===== config.mk =====
export PLATFORM = sky130hd
export DESIGN_NAME = irq_accept_unit
export DESIGN_NICKNAME = d
export VERILOG_FILES = /design/src/rtl/irq_accept_unit.sv
export SDC_FILE = /design/constraint.sdc
export NUM_CORES = 2
export LEC_CHECK = 0
export BUFFER_PORTS_ARGS = -buffer_cell sky130_fd_sc_hd__buf_4
export CELL_PAD_IN_SITES_DETAIL_PLACEMENT = 1
export CELL_PAD_IN_SITES_GLOBAL_PLACEMENT = 2
export CORE_ASPECT_RATIO = 0.9
export CORE_MARGIN = 2
export CORE_UTILIZATION = 39
export DETAILED_ROUTE_END_ITERATION = 6
export GPL_TIMING_DRIVEN = 0
export HOLD_SLACK_MARGIN = 0.03
export PLACE_DENSITY_LB_ADDON = 0.1
export SYNTH_ARGS = -nofsm -noshare
export SYNTH_HDL_FRONTEND = slang
export SYNTH_SLANG_ARGS = --single-unit

===== constraint.sdc =====
create_clock -name clk -period 5.87 [get_ports clk]
set_input_delay 0.587 -clock clk [delete_from_list [all_inputs] [get_ports clk]]
set_output_delay 0.587 -clock clk [all_outputs]
set_load 0.05 [all_outputs]

===== src/rtl/irq_accept_unit.sv =====
module irq_accept_unit #(
  parameter int VEC_W = 8,
  parameter int CLS_W = 4
) (
  input  logic             clk,
  input  logic             rst_n,
  input  logic             sw_enable,
  input  logic             msg_valid,
  input  logic [VEC_W-1:0] msg_vector,
  input  logic             msg_level,
  input  logic             tpr_wr,
  input  logic [VEC_W-1:0] tpr_data,
  input  logic             ack,
  input  logic             eoi_wr,
  output logic             irq_out,
  output logic [VEC_W-1:0] ack_vector,
  output logic             eoi_bcast_valid,
  output logic [VEC_W-1:0] eoi_bcast_vector
);
  localparam int NVEC = 1 << VEC_W;
  localparam int CLS_LO = VEC_W - CLS_W;

  logic [NVEC-1:0]  irr_q, isr_q, tmr_q;
  logic [NVEC-1:0]  irr_d, isr_d, tmr_d;
  logic [VEC_W-1:0] tpr_q;
  logic [VEC_W-1:0] hp_vec, is_vec;
  logic             hp_any, is_any, take, retire, accept;

  function automatic logic [VEC_W-1:0] top_idx(input logic [NVEC-1:0] v);
    logic [VEC_W-1:0] r;
    r = '0;
    for (int i = 0; i < NVEC; i++)
      if (v[i]) r = i[VEC_W-1:0];
    return r;
  endfunction

  assign hp_any = |irr_q;
  assign is_any = |isr_q;
  assign hp_vec = top_idx(irr_q);
  assign is_vec = top_idx(isr_q);

  assign irq_out = sw_enable && hp_any
                && (hp_vec[VEC_W-1:CLS_LO] > tpr_q[VEC_W-1:CLS_LO])
                && (!is_any || hp_vec[VEC_W-1:CLS_LO] > is_vec[VEC_W-1:CLS_LO]);
  assign ack_vector = hp_vec;

  assign take   = ack && irq_out;
  assign retire = eoi_wr && is_any;
  assign accept = sw_enable && msg_valid && !irr_q[msg_vector];

  always_comb begin
    irr_d = irr_q;
    isr_d = isr_q;
    tmr_d = tmr_q;
    if (retire) isr_d[is_vec] = 1'b0;
    if (take) begin
      irr_d[hp_vec] = 1'b0;
      isr_d[hp_vec] = 1'b1;
    end
    if (accept) begin
      irr_d[msg_vector] = 1'b1;
      tmr_d[msg_vector] = msg_level;
    end
  end

  always_ff @(posedge clk) begin
    if (!rst_n) begin
      irr_q            <= '0;
      isr_q            <= '0;
      tmr_q            <= '0;
      tpr_q            <= '0;
      eoi_bcast_valid  <= 1'b0;
      eoi_bcast_vector <= '0;
    end else begin
      irr_q           <= irr_d;
      isr_q           <= isr_d;
      tmr_q           <= tmr_d;
      eoi_bcast_valid <= retire && tmr_q[is_vec];
      if (retire) eoi_bcast_vector <= is_vec;
      if (tpr_wr) tpr_q <= tpr_data;
    end
  end
endmodule


* Word level (Yosys, flattened, before mapping)
Index checks and enable logic that the tools add are counted.
** Operators by class
- Equality and inequality tests :: 0
- Shift-type cells :: 0
- Multiply operators :: 0
- Muxes and demuxes :: 525
- Magnitude comparators :: 8
- Bitwise logic cells :: 6
- $add $sub $neg :: 0
- Div/mod/pow operators :: 0
- Reduce and logical (&&, ||, !) cells :: 16
** Operators with widths (count)
- $mux W8 :: 508
- $mux W256 :: 4
- $and A256 B256 Y256 :: 2
- $not A256 Y256 :: 2
- $or A256 B256 Y256 :: 2
- $reduce_or A256 Y1 :: 2
- $bwmux W256 :: 1
- $lt A8 B9 Y1 const B :: 3
- $demux W1 S8 :: 3
- $ge A8 B1 Y1 const B :: 3
- $bmux W1 S8 :: 2
- $logic_and A1 B1 Y1 :: 11
- $gt A4 B4 Y1 :: 2
- $mux W1 :: 7
- $logic_not A1 Y1 :: 2
- $logic_or A1 B1 Y1 :: 1
** Word-level totals
- Bits in latches :: 0
- Bits in registers :: 785
- Memories kept :: 0
- ROM bits :: 0
- Bits of input ports :: 24
- Word-level logic and storage cells :: 561
- Bits in writable memories :: 0

* Depth between registers and ports, before layout
- Depth in word-level cells :: 264
- Mapped depth :: 25

* Worst setup path after synthesis
OpenSTA, ideal clock, no wires.
- Path kind :: register -> register
- Start :: register irr_q[36]
- End :: register irr_q[117]
- Cell stages (with the launch flop) :: 26
- Buffers on the path :: 0
- Path slack :: 413 ps
- Arrival time :: 5340 ps
- Setup time :: 117 ps
- Cells stage by stage :: dfxtp_1 -> or4_1 -> nor4_1 -> a21oi_1 -> o31a_1 -> o21ai_1 -> a21boi_1 -> o311ai_1 -> a211oi_1 -> o31ai_4 -> inv_1 -> ha_1 -> nor2b_1 -> o21ai_0 -> nand2b_1 -> a21oi_1 -> a41o_1 -> nand2_1 -> o211a_1 -> nand2_1 -> nor2_1 -> and2_1 -> nand2_1 -> nor3_1 -> nand2_1 -> a32o_1
** RTL lines
- from (decl) :: RTL line 23 : logic [NVEC-1:0] irr_q, isr_q, tmr_q;
- from (signal assigned) :: RTL line 75 : irr_q <= irr_d;
- $mux W8 (*) (220 in a row) :: RTL line 33 : if (v[i]) r = i[VEC_W-1:0];
- named net ack_vector[4] :: RTL line 16 : output logic [VEC_W-1:0] ack_vector,
- $gt A4 B4 Y1, on equally long branches :: RTL line 43, 44
- $logic_and A1 B1 Y1 / $logic_or A1 B1 Y1 (equally long branches) :: RTL line 43, 44
- $logic_and A1 B1 Y1 (*) :: RTL line 44 : && (!is_any || hp_vec[VEC_W-1:CLS_LO] > is_vec[VEC_W-1:CLS_LO]);
- named net irq_out :: RTL line 15 : output logic irq_out,
- $logic_and A1 B1 Y1 (*) :: RTL line 47 : assign take = ack && irq_out;
- $mux W256 (*) :: RTL line 56 : if (take) begin
- $or A256 B256 Y256 (no source line)
- $mux W256 (*) :: RTL line 60 : if (accept) begin
Mark *: on every way through the listed nets, which the timed path passes. The rest lies on a longest branch. The select of a mux whose other input is x is not followed.
A chain may end at the register's enable or synchronous reset.

* Worst setup path after layout
- Start :: register irr_q[224]
- End :: register irr_q[191]
** On the way
- Word-level cells in the longest chain between the ends :: 41
** Ends and longest elaborated chain
- $mux W8 (32 in a row) :: RTL line 33
- $lt A8 B9 Y1 (implied by the code) / $ge A8 B1 Y1 (equally long branches) :: RTL line 57 : irr_d[hp_vec] = 1'b0;
- $logic_and A1 B1 Y1 (implied by the code) :: RTL line 57
- $mux W1 (implied by the code) :: RTL line 57
- $demux W1 S8 :: RTL line 57
- $not A256 Y256 (no source line)
- $and A256 B256 Y256 (no source line)
- $mux W256 :: RTL line 56
- $or A256 B256 Y256 (no source line)
- $mux W256 (*) :: RTL line 60
Every way passes the cells marked *; elsewhere a longest branch is shown, timed or not. The select of a mux whose other input is x is not followed.

==> results_dict.tcl <==
set metrics [dict create \
    status "finished with violations" \
    violations "max-capacitance violations, max-slew violations, negative setup slack" \
    cap_violations 5 \
    drt_wl_total_mm 243 \
    drive_gt1_frac 0.123 \
    synth_mux_area_frac 0.0677 \
    core_um2 104000 \
    rr_startpoint "irr_q[224]" \
    h-tree-depth 3 \
    cts_buffers 94 \
    crit_path_start "irr_q[224]" \
    synth_largest_area_cell "dfxtp_1" \
    yosysTopAreaCellShare 0.384 \
    firstDrtPassIters 6 \
    cts_buffer_depth 3 \
    slew_viol_final 43 \
    grt_pass1_wl_mm 332 \
    ios 42 \
    avgViaCountPerCell 6.77 \
    grt_usage 0.441 \
    p_per_area_nw_per_um2 266 \
    cp-endpoint "irr_q[191]" \
    fin_area_um2 47600 \
    cts_tree "built" \
    drc 0 \
    layout_worst_path_cycle_share 1.04 \
    synth-simple-area-share 0.234 \
    ir_worst_vdd_uv 253 \
    yosys-top-cells-area "dfxtp_1 38%, a21oi_1 8.5%, nand2_1 7.9%" \
    avgSynthCellArea_um2 7.76 \
    finClkSkew_ns 0.0394 \
    grt_max_degree 14 \
    ys_seq_elements 781 \
    start_util 0.393 \
    synthDistinctLibCells 94 \
    grt_overflow_total 0 \
    dieArea_um2 107000 \
    postCtsHoldBufs 0 \
    grt_pass1_vias 43700 \
    antenna_found_initial 12 \
    setup_ws_ns -0.262 \
    clk_latency_ns 0.75 \
    syn_nets 5277 \
    utilization 0.460 \
    async_reset_ff_frac 0 \
    multi_input_area_um2 24000 \
    ys_seq_area_frac 0.384 \
    slew_headroom -0.0582 \
    ant_nets 0 \
    synth_edf_count 0 \
    rsz0062_at_grt "yes" \
    yosys_warnings 0 \
    synth_compound_gate_area_share 0.259 \
    die_h_um 310 \
    root_buffer "clkbuf_16" \
    startpoint_type "flip-flop" \
    syn_area_um2 40700 \
    hold_viol 0 \
    timing.final.crit_period_ns 6.13 \
    vias 46600 \
    worst_slew_pin_slew_ns 1.59 \
    seqCellArea_um2 15600 \
    place_hpwl_mm 192 \
    path_class "flip-flop to flip-flop" \
    final-setup-viol-count 71 \
    hold_path.class "input pin to flip-flop" \
    reg2reg_depth 13 \
    nFillCells 12600 \
    place.gp.congestion 1.05 \
    fmax_ghz 0.163 \
    worst-path-max-fanout 10 \
    p_leak_nw 15.8 \
    synth_xor_area_frac 0 \
    r2r-end "irr_q[191]" \
    synthCells 5245 \
    r2r_slack_ns -0.26 \
    arrival_ns 6.72 \
    nNetsFinal 5468 \
    dominantRegCellSynth "dfxtp_1" \
    drtIter0Drc 6090 \
    numPortBuffers 30 \
    wire_per_inst_um 35.3 \
    synth_fa_ha_area_frac 0.00246 \
    syn_to_final_growth_pct 17.0 \
    cp.required_ns 6.46 \
    end_kind "flip-flop" \
    clock-sinks 781 \
    clk_pin_slew_ns 0.06 \
    die_width_um 344 \
    synth_top_family_by_area "compound AO/OA/AOI/OAI gates" \
    rows 112 \
    placed_cell_area_um2 42900 \
]
[repair_timing]
item | CTS | global route
resized for setup | 150 | 115
setup endpoints to repair | 515 | 619
pin swaps | 14 | 28
setup buffers | 19 | 33
[layout make-up]
cell class,instances,share of cell area
timing repair buffer,98,0.0175
sequential,781,0.329
inverter,134,0.0107
antenna,4,0.000210
clock buffer,126,0.0564
buffer,372,0.0356
clock inverter,48,0.0112
tap,1368,0.0360
multi-input combinational,3955,0.504
[critical path, cell delays in order, from the launching register on]
cell and delay, ns:
dfxtp_1 0.38, nor4_1 0.77, nand4_1 0.26, a211oi_1 0.59
nand3_1 0.39, a311o_1 0.53, nand2_2 0.47, a21bo_2 0.29
and3_1 0.45, buf_2 0.44, clkbuf_1 0.67, nand3_1 0.47
nand2_1 0.19, a21oi_1 0.08
[worst min-delay path by stage]
stage / from / end / slack (ns) / cells past startpoint
6_report: tpr_data[5] / tpr_q[5] / 0.11 / 3
5_1_grt: tpr_data[5] / tpr_q[5] / 0.12 / 3
4_1_cts: tpr_data[5] / tpr_q[5] / 0.09 / 3
3_5_place_dp: tmr_q[16] / tmr_q[16] / 0.45 / 2
3_3_place_gp: tmr_q[52] / tmr_q[52] / 0.44 / 2
2_1_floorplan: tmr_q[119] / tmr_q[119] / 0.43 / 2
[layout by cell type, fill, tap and decap left out, types with 21 or more instances in the layout]
cell type / instances
inv_1: 131
a221oi_1: 39
nand2_1: 827
clkbuf_1: 257
and2_1: 73
nand3_1: 353
clkinv_2: 24
nor4_1: 133
buf_4: 114
a21oi_1: 689
nand4_1: 32
nor3_1: 95
o31ai_1: 23
a211oi_1: 62
or4_1: 26
o21a_1: 37
o21ai_0: 477
mux2i_1: 77
nor2_1: 272
clkbuf_16: 95
buf_2: 55
mux4_2: 82
nor3_4: 25
nor4_2: 27
dfxtp_1: 778
a32o_1: 66
a31oi_1: 21
o211ai_1: 83
[synthesized netlist by cell type, drive strengths merged, types with 7 or more instances]
cell and count:
nand2 856, dfxtp 781, a21oi 696, o21ai 488
nand3 361, nor2 301, clkbuf 275, nor4 165
inv 133, nor3 130, buf 100, o211ai 83
mux4 82, and2 80, mux2i 77, a211oi 67
a32o 66, a221oi 39, o21a 38, or4 33
nand4 32, a2111oi 28, o31ai 25, a31oi 21
a22oi 20, nand2b 20, and3 18, o2111ai 16
o21bai 16, nor2b 15, a21boi 14, o311ai 13
mux2 12, or3 12, o211a 11, o31a 10
a21o 9, a31o 9, ha 8, or2 7
[per-stage QoR]
| step | setup TNS (ns) | setup WS, ns | total power [mW] | hold WS [ns] | std cells |
|---|---|---|---|---|---|
| floorplan | 0 | 0.413 | 5.88 | 0.432 | 5245 |
| global placement | -1177.69 | -2.97 | 6.35 | 0.442 | 6643 |
| detailed placement | -692.24 | -1.94 | 6.36 | 0.447 | 6658 |
| CTS | 0 | 0.000380 | 12.5 | 0.0872 | 6850 |
| global route | -1.46 | -0.129 | 12.8 | 0.121 | 6882 |
| finish | -5.95 | -0.262 | 12.6 | 0.110 | 6886 |
[flip-flops by register name (all words and copies together), names as in the netlist]
signal and count:
irr_q 256, isr_q 256, tmr_q 256, eoi_bcast_vector 8, tpr_q 4, eoi_bcast_valid 1
[metal layers]
metal  vias up  track usage  share of wire
met3       519        0.129           0.12
li1      19700            -              -
met1     23800        0.595           0.41
met4         6        0.217          0.056
met5         -            0        0.00042
met2      2646        0.638           0.42
[where the power goes]
part	switching [mW]	internal (mW)
clock	2.66	3.57
combinational	0.893	0.201
sequential	0.00804	5.31
[cells by family (layout without fill, tap and decap cells)]
kind of cell | Yosys count | in the layout
adders and majority gates | 8 | 8
AOI/OAI and AO/OA | 1726 | 1726
muxes | 171 | 171
buffers and inverters | 509 | 778
other | 0 | 4
and+or+nand+nor | 2050 | 2050
DFF | 781 | 781
(Power assumes the default switching activity.)
